### config.mk
export PLATFORM = sky130hd
export DESIGN_NAME = sampled_gate_array
export DESIGN_NICKNAME = d
export VERILOG_FILES = /design/src/rtl/sga_pkg.sv /design/src/rtl/sga_ms_tick.sv /design/src/rtl/sga_capture.sv /design/src/rtl/sga_gate_lane.sv /design/src/rtl/sampled_gate_array.sv
export SDC_FILE = /design/constraint.sdc
export NUM_CORES = 1
export LEC_CHECK = 0
export BUFFER_PORTS_ARGS = -buffer_cell sky130_fd_sc_hd__buf_2
export CAP_MARGIN = 25
export CORE_UTILIZATION = 54
export DETAILED_ROUTE_END_ITERATION = 12
export PLACE_DENSITY = 0.87
export SYNTH_ARGS = -nofsm -noshare
export SYNTH_HDL_FRONTEND = slang
export SYNTH_SLANG_ARGS = --single-unit
### constraint.sdc
create_clock -name clk -period 2.42 [get_ports clk]
set_clock_uncertainty 0.05 [all_clocks]
set_input_delay 0.242 -clock clk [delete_from_list [all_inputs] [get_ports clk]]
set_output_delay 0.242 -clock clk [all_outputs]
set_load 0.005 [all_outputs]
### src/rtl/sga_pkg.sv
package sga_pkg;
  typedef enum logic [1:0] {
    PERF_PASS = 2'b00,
    PERF_MUTE = 2'b01,
    PERF_INV  = 2'b10,
    PERF_RSVD = 2'b11
  } perf_e;
endpackage

### src/rtl/sga_ms_tick.sv
module sga_ms_tick #(
  parameter int TICK_DIV = 125000
) (
  input  logic clk,
  input  logic rst,
  input  logic restart_i,
  output logic tick_o
);
  generate
    if (TICK_DIV > 1) begin : g_div
      localparam int CW = $clog2(TICK_DIV);
      localparam logic [CW-1:0] LAST = CW'(TICK_DIV - 1);
      logic [CW-1:0] cnt_q;

      always_ff @(posedge clk) begin
        if (rst || restart_i) cnt_q <= '0;
        else if (cnt_q == LAST) cnt_q <= '0;
        else cnt_q <= cnt_q + 1'b1;
      end

      assign tick_o = (cnt_q == LAST) && !restart_i;


      tick_single_chk: assert property (@(posedge clk) disable iff (rst)
        tick_o |=> !tick_o);
    end else begin : g_nodiv
      assign tick_o = !restart_i;
    end
  endgenerate
endmodule

### src/rtl/sga_capture.sv
module sga_capture #(
  parameter int CODE_W  = 8,
  parameter int DUR_W   = 6,
  parameter int DUR_MIN = 1,
  parameter int DUR_MAX = 50
) (
  input  logic                  clk,
  input  logic                  rst,
  input  logic                  samp_i,
  input  logic [CODE_W-1:0]     code_i,
  input  logic [2*CODE_W-1:0]   perf_i,
  input  logic                  mode_i,
  input  logic [DUR_W-1:0]      dur_i,
  output logic                  stb_o,
  output logic [CODE_W-1:0]     code_o,
  output logic [2*CODE_W-1:0]   perf_o,
  output logic                  mode_o,
  output logic [DUR_W-1:0]      dur_o
);
  localparam logic [DUR_W-1:0] LO = DUR_W'(DUR_MIN);
  localparam logic [DUR_W-1:0] HI = DUR_W'(DUR_MAX);

  logic prev_q;
  logic rise;
  logic [DUR_W-1:0] dur_clamped;

  assign rise = samp_i && !prev_q;

  always_comb begin
    if (dur_i < LO)      dur_clamped = LO;
    else if (dur_i > HI) dur_clamped = HI;
    else                 dur_clamped = dur_i;
  end

  always_ff @(posedge clk) begin
    if (rst) begin
      prev_q <= 1'b0;
      stb_o  <= 1'b0;
      code_o <= '0;
      perf_o <= '0;
      mode_o <= 1'b0;
      dur_o  <= LO;
    end else begin
      prev_q <= samp_i;
      stb_o  <= rise;
      if (rise) begin
        code_o <= code_i;
        perf_o <= perf_i;
        mode_o <= mode_i;
        dur_o  <= dur_clamped;
      end
    end
  end


  capture_edge_only_chk: assert property (@(posedge clk) disable iff (rst)
    (prev_q || !samp_i) |=> ($stable(code_o) && $stable(perf_o) && !stb_o));


  dur_range_chk: assert property (@(posedge clk) disable iff (rst)
    (dur_o >= LO) && (dur_o <= HI));
endmodule

### src/rtl/sga_gate_lane.sv
module sga_gate_lane
  import sga_pkg::*;
#(
  parameter int DUR_W = 6
) (
  input  logic             clk,
  input  logic             rst,
  input  logic             cap_stb_i,
  input  logic             bit_i,
  input  perf_e            perf_i,
  input  logic             trig_mode_i,
  input  logic [DUR_W-1:0] dur_i,
  input  logic             tick_i,
  output logic             gate_o
);
  logic             eff;
  logic             gate_q;
  logic [DUR_W-1:0] cnt_q;

  always_comb begin
    case (perf_i)
      PERF_MUTE: eff = 1'b0;
      PERF_INV:  eff = ~bit_i;
      default:   eff = bit_i;
    endcase
  end

  always_ff @(posedge clk) begin
    if (rst) begin
      gate_q <= 1'b0;
      cnt_q  <= '0;
    end else if (cap_stb_i) begin
      gate_q <= eff;
      cnt_q  <= (trig_mode_i && eff) ? dur_i : '0;
    end else if (tick_i && (cnt_q != '0)) begin
      cnt_q <= cnt_q - 1'b1;
      if (cnt_q == DUR_W'(1)) gate_q <= 1'b0;
    end
  end

  assign gate_o = gate_q;


  mute_forces_low_chk: assert property (@(posedge clk) disable iff (rst)
    (cap_stb_i && perf_i == PERF_MUTE) |=> !gate_q);


  gate_hold_chk: assert property (@(posedge clk) disable iff (rst)
    (!cap_stb_i && !tick_i) |=> $stable(gate_q));


  latch_hold_chk: assert property (@(posedge clk) disable iff (rst)
    (!cap_stb_i && !trig_mode_i) |=> $stable(gate_q));


  pulse_has_count_chk: assert property (@(posedge clk) disable iff (rst)
    (cnt_q != '0) |-> gate_q);
endmodule

### src/rtl/sampled_gate_array.sv
module sampled_gate_array
  import sga_pkg::*;
#(
  parameter int CODE_W   = 8,
  parameter int DUR_W    = 6,
  parameter int DUR_MIN  = 1,
  parameter int DUR_MAX  = 50,
  parameter int TICK_DIV = 125000
) (
  input  logic                clk,
  input  logic                rst,
  input  logic                samp_clk_i,
  input  logic [CODE_W-1:0]   code_i,
  input  logic                mode_trig_i,
  input  logic [DUR_W-1:0]    dur_ms_i,
  input  logic [2*CODE_W-1:0] perf_ctl_i,
  output logic [CODE_W-1:0]   gate_o
);
  logic                cap_stb;
  logic [CODE_W-1:0]   code_q;
  logic [2*CODE_W-1:0] perf_q;
  logic                mode_q;
  logic [DUR_W-1:0]    dur_q;
  logic                tick;

  sga_capture #(
    .CODE_W(CODE_W), .DUR_W(DUR_W), .DUR_MIN(DUR_MIN), .DUR_MAX(DUR_MAX)
  ) u_cap (
    .clk(clk), .rst(rst), .samp_i(samp_clk_i), .code_i(code_i),
    .perf_i(perf_ctl_i), .mode_i(mode_trig_i), .dur_i(dur_ms_i),
    .stb_o(cap_stb), .code_o(code_q), .perf_o(perf_q),
    .mode_o(mode_q), .dur_o(dur_q)
  );

  sga_ms_tick #(.TICK_DIV(TICK_DIV)) u_tick (
    .clk(clk), .rst(rst), .restart_i(cap_stb), .tick_o(tick)
  );

  generate
    for (genvar g = 0; g < CODE_W; g++) begin : g_lane
      sga_gate_lane #(.DUR_W(DUR_W)) u_lane (
        .clk(clk), .rst(rst), .cap_stb_i(cap_stb), .bit_i(code_q[g]),
        .perf_i(perf_e'(perf_q[2*g +: 2])), .trig_mode_i(mode_q),
        .dur_i(dur_q), .tick_i(tick), .gate_o(gate_o[g])
      );
    end
  endgenerate


  reset_clears_chk: assert property (@(posedge clk)
    rst |=> (gate_o == '0));
endmodule

Word-level counts from Yosys, hierarchy flattened
Index checks and enable logic that the tools add are counted.

Equal/unequal tests: 25. Muxes and demuxes: 58. Reduce and logical (&&, ||, !) cells: 54. Add/subtract/negate cells: 9. Bitwise gates (word level): 8. Order comparisons: 2.

Operators with widths (count): $mux 6 (26); $eq 6x1->1 const B (8); $reduce_bool 6->1 (8); $sub 6x1->6 const B (8); $reduce_bool 2->1 (16); $mux 1 (24); $logic_and 1x1->1 (18); $add 17x1->17 const B (1); $eq 17x17->1 const B (1); $eq 2x1->1 const B (8); $eq 2x2->1 const B (8); $pmux 1 s2 (8); $reduce_and 2->1 (8); $not 1->1 (8); $gt 6x6->1 const B (1); $lt 6x1->1 const B (1); $logic_not 1->1 (2); $reduce_or 2->1 (1); $logic_or 1x1->1 (1).

Bits of input ports: 34. Output and inout bits: 8. Register bits: 106.

Depth between registers and ports, before layout
Gate-level depths: netlist of the first run.

Depth in word-level cells: 5. Mapped depth: 8.

By module
From an unflattened synthesis of the first run, not the netlist that was laid out.

Cell total of the unflattened synthesis: 727. Area, all modules: 6052.1 um2.

Modules (own cells, without submodules): sga_gate_lane (area each 509.2 um2, cells an instance 61, instances 8, sequential area each 140.1 um2); sga_capture (area each 1151.1 um2, cells an instance 144, instances 1, sequential area each 660.6 um2); sga_ms_tick (area each 827.0 um2, cells an instance 95, instances 1, sequential area each 340.3 um2).

Worst setup path after synthesis of the first run
OpenSTA, ideal clock, no wires.

Path kind: register -> register. Start: reg u_tick.g_div.cnt_q[7]. End: reg g_lane[1].u_lane.cnt_q[5]. Cell stages (with the launch flop): 8. Clock period less this slack: 2.333 ns. Arrival: 2.145 ns. Buffers on the path: 2. Setup slack: 0.087 ns. Cells stage by stage: dfxtp_1 > or4b_4 > or4_1 > buf_2 > buf_6 > nor3_4 > mux2i_1 > o22ai_1.

Cells in the longest elaborated chain, start to end: 4.

Ends and longest elaborated chain: start: declaration (line sga_ms_tick.sv:13) `logic [CW-1:0] cnt_q;`; start signal: assignment (line sga_ms_tick.sv:18) `else cnt_q <= cnt_q + 1'b1;`; $eq 17x17->1 (line sga_ms_tick.sv:21) `assign tick_o = (cnt_q == LAST) && !restart_i;`; $logic_and 1x1->1 (line sga_ms_tick.sv:21); $logic_and 1x1->1 (line sga_gate_lane.sv:35) `end else if (tick_i && (cnt_q != '0)) begin`; $reduce_bool 2->1 (no source line); end signal: assignment (line sga_gate_lane.sv:34) `cnt_q <= (trig_mode_i && eff) ? dur_i : '0;`; end signal: assignment (line sga_gate_lane.sv:36) `cnt_q <= cnt_q - 1'b1;`; end: declaration (line sga_gate_lane.sv:18) `logic [DUR_W-1:0] cnt_q;`.

No other way between the ends. A chain may end at the register's enable or synchronous reset.

Worst setup path in the final report of the first run
Start: reg u_tick.g_div.cnt_q[9]. End: reg g_lane[1].u_lane.cnt_q[4].

The elaborated chain is that of the path after synthesis.

==> metrics.csv, run 1 <==
metric,value,unit
crit start category,flop,
Finished Layout Cells,853,
Core ar.,0.009864,mm2
Netlist cell types,51,
Overall Global Routing Usage,0.2661,
CTS root buf,clkbuf_8,
WP data arrival,2630,ps
Tmin final,2374,ps
Rel. slew slack,0.5286,
Setup Buffers After CTS,0,
status,"finished, final reports clean",
Gate Count Post-Synth,669,
die area,0.01073,mm2
DRT Wirelength,14260,um
Slew Limit Fails,0,
HP Class,in -> reg,
Post-synth EDFFs,0,
input/output buffers,41,
footprint of the multi-input gates,0.003191,mm2
Slew @ Worst Pin,700.6,ps
crit path kind,reg -> reg,
Netlist Area Pre-Place,0.005572,mm2
total CTS buffers,9,
CP required,2680,ps
Vias/cell,6.154,
ratio of cells with drive above 1 in the final layout,0.1514,
prevailing post-synth register cell,dfxtp_1,
Post-synth ARST share,0,
peak supply drop,0.4781,mV
Placer Congestion,0.8862,
Reg area,0.002122,mm2
Pwr per Cell Area,531.4,mW/mm2
Post-CTS Hold Buffers,0,
H-Tree Depth,3,
DR vias,5249,
initial antenna violation count,0,
"Avg Cell Area, Syn",8.328,um2
final worst-path cycle share,0.9809,
Initial DRT Pass Iterations,5,
final worst setup slack,46.23,ps
total grt overflow,0,
post-CTS sizing,0,
number of global-route vias before repair,5005,
fin nets,782,
Row Count,36,
"commonest non-fill, non-tap cell in the layout",dfxtp_1,
area added between synthesis and finish,12.01,%
final core occ,0.6327,
register area share after synthesis,0.3809,
final hold viol count,0,
Final ANT Viol Nets,0,
#FFs+latches synth,106,
# placed instances,837,
Setup Viol. Count Final,0,
fmax,421.3,MHz
clk_lat worst skew,410,ps
Leak,2.348,nW
io pins,42,
global-route wire length before repair,23200,um
Max Root-Sink Buffers,2,
CP Capture Type,flop,
First DRT Iteration DRCs,427,
Ys Warns,0,
chip width,103.6,um
Die Ht,103.6,um
Syn Nets,736,
largest net degree at the start of global routing,45,
Clock transition at path regs,110,ps
"commonest cells after routing, fill and taps aside","dfxtp_1 (106), nand2_1 (77), nor2_1 (54)",
TritonCTS clock tree,yes,
max cap viols,0,
number of remaining DRC errors,0,
Starting Density,0.5648,
post-place setup slack,69.60,ps
crit path max fanout,16,
dpl hpwl,9605,um
Filler cells,790,
average wire per cell in the routed design,16.72,um
number of diodes,0,
Sinks on Clock Net,106,
[critical path, cell delays in order, from the launching register on]
cell     delay (ps)
dfxtp_1         340
or4b_4          550
or4_4           580
buf_12          180
nand2_1         120
buf_12          160
o21ai_0          90
a21o_1          190
[worst paths after layout]
kind | from | slack, ps | cells past startpoint | endpoint
min | perf_ctl_i[1] | 7 | 3 | u_cap.perf_o[1]$_SDFFE_PP0P_
min reg2reg | u_cap.dur_o[5]$_SDFFE_PP0P_ | 420 | 2 | u_cap.dur_o[5]$_SDFFE_PP0P_
max | u_tick.g_div.cnt_q[9]$_SDFF_PP0_ | 50 | 7 | g_lane[1].u_lane.cnt_q[4]$_SDFFE_PP0P_
max reg2reg | u_tick.g_div.cnt_q[9]$_SDFF_PP0_ | 50 | 7 | g_lane[1].u_lane.cnt_q[4]$_SDFFE_PP0P_
[routing by layer]
metal | up-vias | global-route usage | wire length (um)
met5 | - | 0 | 0
met4 | 0 | 0.1201 | 412
met3 | 52 | 0.07111 | 1329
met2 | 272 | 0.4525 | 6893
met1 | 2450 | 0.3128 | 5625
li1 | 2475 | - | -
[cells by family (layout without fill, tap and decap cells)]
| family | after synthesis | in the layout | synth area share |
|---|---|---|---|
| multiplexers | 11 | 11 | 0.01976 |
| buffers and inverters | 61 | 112 | 0.04850 |
| XOR/XNOR | 28 | 28 | 0.04401 |
| adder cells (fa/ha/maj) | 33 | 33 | 0.07411 |
| AND/OR/NAND/NOR | 287 | 287 | 0.2773 |
| AO/OA/AOI/OAI | 143 | 143 | 0.1554 |
| flip-flops | 106 | 106 | 0.3809 |
[metrics by stage]
step / TNS, ps / hold slack (ps) / total power, mW / area [um2]
after global placement: 0 / 389.8 / 2.115 / 6016
after CTS: 0 / 8.387 / 3.309 / 6232
after global routing: -40.47 / 3.193 / 3.421 / 6241
after floorplan: 0 / 328.0 / 2.029 / 5572
final: 0 / 7.320 / 3.316 / 6241
after detailed placement: 0 / 393.2 / 2.131 / 6016
[power breakdown]
group	switching, mW	leakage (nW)	internal [mW]
Sequential	0.0310	0.861	1.79
Combinational	0.172	1.38	0.110
Clock	0.686	0.111	0.530
Total	0.889	2.35	2.43
[final cells by class]
| type | count | share of cell area |
|---|---|---|
| clock buffers | 10 | 0.02205 |
| clock inverters | 6 | 0.01263 |
| inverters | 26 | 0.01564 |
| multi-input cells | 502 | 0.5112 |
| flip-flops and latches | 106 | 0.3400 |
| well taps | 133 | 0.02666 |
| repair buffers | 70 | 0.07177 |
[Yosys cell counts, types with 7 or more instances]
cell type | count | area, um2
o22ai_1 | 26 | 162.7
nor3_1 | 19 | 95.09
clkbuf_1 | 15 | 56.30
nand4_1 | 23 | 143.9
o21ai_0 | 29 | 145.1
nand2_1 | 77 | 289.0
ha_1 | 33 | 412.9
a31oi_1 | 10 | 62.56
a21oi_1 | 44 | 220.2
nor2_1 | 54 | 202.7
nor3b_1 | 9 | 67.56
nand2b_1 | 9 | 56.30
o31ai_1 | 7 | 52.55
nand3_1 | 24 | 120.1
o2bb2ai_1 | 11 | 96.34
mux2i_1 | 11 | 110.1
and2_1 | 7 | 43.79
xnor2_1 | 11 | 96.34
nand3b_1 | 11 | 82.58
dfxtp_1 | 106 | 2122
buf_4 | 8 | 60.06
nor4_1 | 12 | 75.07
xor2_1 | 17 | 148.9
buf_1 | 8 | 30.03
inv_1 | 26 | 97.59
[sequential cells by signal, summed over array words and instances (netlist names)]
name                  cells
u_cap.mode_o              1
u_cap.stb_o               1
g_lane.u_lane.gate_o      8
u_cap.dur_o               6
u_tick.g_div.cnt_q       17
u_cap.prev_q              1
u_cap.perf_o             16
g_lane.u_lane.cnt_q      48
u_cap.code_o              8
No activity file was read; power rests on OpenSTA's default activity.
==> inputs of run 2 (changes only) <==
- CORE_UTILIZATION: 54 -> 25
- PLACE_DENSITY: 0.87 -> 0.52
- SYNTH_HIERARCHICAL: not set -> 1
==> metrics.csv, run 2 <==
metric,value,unit,change
number of diodes,0,,unchanged
Setup Viol. Count Final,0,,unchanged
initial antenna violation count,0,,unchanged
Sinks on Clock Net,106,,unchanged
dpl hpwl,9869,um,+2.7%
Pwr per Cell Area,612.9,mW/mm2,+15%
final hold viol count,0,,unchanged
CP max-delay cell,dfxtp_1,,
Synth area leaders,"dfxtp_1 (35%), nand2_1 (7.3%), ha_1 (7.0%), nor2_1 (5.8%), a211oi_1 (5.1%)",,
Starting Density,0.2563,,-0.3085
Tmin final,2200,ps,-173.5 ps
largest net degree at the start of global routing,65,,+44%
H-Tree Depth,3,,unchanged
Bufs and invs on worst path,1,,-1
area added between synthesis and finish,16.33,%,
Rel. slew slack,0.5353,,+0.006693
HP Start,mode_trig_i,,
Post-synth top cells,"nand2_1 (118), dfxtp_1 (106), nor2_1 (93)",,
Core ar.,0.02361,mm2,+140%
WP data arrival,2420,ps,-210 ps
"count leader, synth",nand2_1,,
Synth top area share,0.3506,,-0.03024
io pins,42,,unchanged
crit path max fanout,42,,+26
DRT Wirelength,14930,um,+4.7%
Yosys top cell by area,dfxtp_1,,
Initial DRT Pass Iterations,4,,-1
First DRT Iteration DRCs,300,,-30%
number of global-route vias before repair,4933,,-1.4%
die area,0.02483,mm2,+130%
prevailing post-synth register cell,dfxtp_1,,
Slew Limit Fails,0,,unchanged
fin nets,839,,+7.3%
CTS root buf,clkbuf_16,,
cells on worst reg2reg path,8,,+1
Hold WS,58.08,ps,+50.76 ps
crit path kind,reg -> reg,,
max cap viols,0,,unchanged
"commonest cells after routing, fill and taps aside","nand2_1 (118), dfxtp_1 (103), nor2_1 (93)",,
Max Root-Sink Buffers,2,,unchanged
Setup TNS,0,ps,unchanged
total grt overflow,0,,unchanged
clk_lat worst skew,360,ps,-50 ps
Setup Buffers After CTS,0,,unchanged
CP Capture Type,flop,,
Post-synth EDFFs,0,,unchanged
crit start category,flop,,
Post-synth ARST share,0,,unchanged
TritonCTS clock tree,yes,,
footprint of the multi-input gates,0.003751,mm2,+18%
average wire per cell in the routed design,13.63,um,-18%
Row Count,56,,+56%
CP cell instances,nor4b_2 > nand3b_1 > nor4_4 > buf_12 > nor2_1 > a21oi_2 > nor2_1 > a211oi_1,,
register area share after synthesis,0.3506,,-0.03024
max reg flops,48,,unchanged
Filler cells,2584,,+230%
#FFs+latches synth,106,,unchanged
Slew @ Worst Pin,696.1,ps,-4.530 ps
Worst path most repeated cell,nor2_1,,
ratio of cells with drive above 1 in the final layout,0.1508,,-0.0006157
Overall Global Routing Usage,0.1286,,-0.1374
Die Ht,157.6,um,+52%
critical path's top delay family,simple AND/OR/NAND/NOR gates,,
status,"finished, final reports clean",,
Syn Nets,795,,+8.0%
fmax,454.5,MHz,+7.9%
Netlist Area Pre-Place,0.006052,mm2,+8.6%
final worst-path cycle share,0.9092,,-0.07170
CP startpoint,u_tick/g_div.cnt_q[6]$_SDFF_PP0_,,
HP Class,in -> reg,,
global-route wire length before repair,25210,um,+8.6%
CP required,2640,ps,-40 ps
Reg area,0.002126,mm2,+0.18%
Netlist cell types,41,,-20%
Final ANT Viol Nets,0,,unchanged
RSZ-0062 raised after global routing,false,,
chip width,157.6,um,+52%
cell count of the worst hold path,3,,unchanged
Gate Count Post-Synth,727,,+8.7%
Clock transition at path regs,80,ps,-30 ps
number of remaining DRC errors,0,,unchanged
Levels on crit path,8,,+1
"Most flops, register",g_lane.u_lane/cnt_q,,
FF-to-FF Start,u_tick/g_div.cnt_q[6]$_SDFF_PP0_,,
"commonest non-fill, non-tap cell in the layout",nand2_1,,
Leak,2.474,nW,+5.4%
total CTS buffers,9,,unchanged
Ys Warns,6,,+6
Placer Congestion,0.7658,,-14%
Vias/cell,4.724,,-23%
input/output buffers,41,,unchanged
peak supply drop,0.3336,mV,-30%
DR vias,5173,,-1.4%
biggest regs,"g_lane.u_lane/cnt_q x48, u_tick/g_div.cnt_q x17, u_cap/perf_o x16",,
CP max stage delay,420,ps,-160 ps
"Avg Cell Area, Syn",8.325,um2,about the same
run 2: cell types whose count changed in the layout (fill, tap and decap cells not counted), moves of 11 or more:
cell,before,now
nor2_1,54,93
o21ai_0,29,17
o2bb2ai_1,11,0
a2bb2oi_1,0,24
nand2_1,77,118
o22ai_1,26,0
xnor2_1,11,27
a211oi_1,2,41
mux2i_1,11,0
buf_4,27,9
xor2_1,17,3
a21oi_4,0,13
a31o_1,0,24
run 2: repair_timing:
| item | in CTS | in global routing |
|---|---|---|
| hold endpoints to repair | 0 | 0 |
| gates resized for setup | 0 | 5 |
| setup endpoints to repair | 0 | 14 |
| hold buffers | 0 | 0 |
run 2: stage by stage:
step	util	instance area, um2	worst slack [ps]	std cells	total power, mW
after CTS	0.2966	7003	166.2	1095	4.348
after global placement	0.2839	6703	235.4	1079	2.816
after detailed placement	0.2839	6703	204.4	1079	2.821
final	0.2982	7041	219.7	1095	4.315
after floorplan	-	6081	-546.3	727	2.607
after global routing	0.2982	7041	2.857	1095	4.559
run 2: logic make-up after synthesis:
kind of cell	count (synthesis)	share of synthesized area
adder cells (fa/ha/maj)	34	0.07029
buffers and inverters	55	0.04011
flip-flops	106	0.3506
AND/OR/NAND/NOR	328	0.2750
AO/OA/AOI/OAI	174	0.2206
XOR/XNOR	30	0.04342
run 2: layout make-up:
type	instances	share of cell area
clock buffer	9	0.03199
clock inverter	7	0.01066
inverter	35	0.01866
multi-input combinational	566	0.5328
sequential	106	0.3019
tap	319	0.05669
timing repair buffer	53	0.04727
run 2: worst register-to-register path, delay by kind of cell (launching register included):
family | cells | cell delay [ps]
buf+inv | 1 | 260
simple gates | 5 | 880
flops | 1 | 420
compound gates | 2 | 500
run 2: path summary, 6_finish.rpt:
path                                                 end  slack (ps)
hold / removal                 u_cap/mode_o$_SDFFE_PP0P_          60
hold reg to reg                   u_cap/stb_o$_SDFF_PP0_         360
setup / recovery  g_lane[4].u_lane/cnt_q[0]$_SDFFE_PP0P_         220
setup reg to reg  g_lane[4].u_lane/cnt_q[0]$_SDFFE_PP0P_         220
run 2: power breakdown:
part	switching (mW)	total [mW]	leakage [nW]	internal [mW]
sequential	0.140	1.98	0.866	1.84
combinational	0.436	0.816	1.46	0.380
clock	0.711	1.52	0.150	0.811
run 2: routing by layer:
metal	global-route usage	vias to the layer above	routed length (um)	share of wire
met5	0	-	0	0
met4	0.04901	0	250	0.017
met3	0.01725	15	315	0.021
met2	0.2052	55	6765	0.45
met1	0.1753	2425	7599	0.51
li1	-	2678	-	-
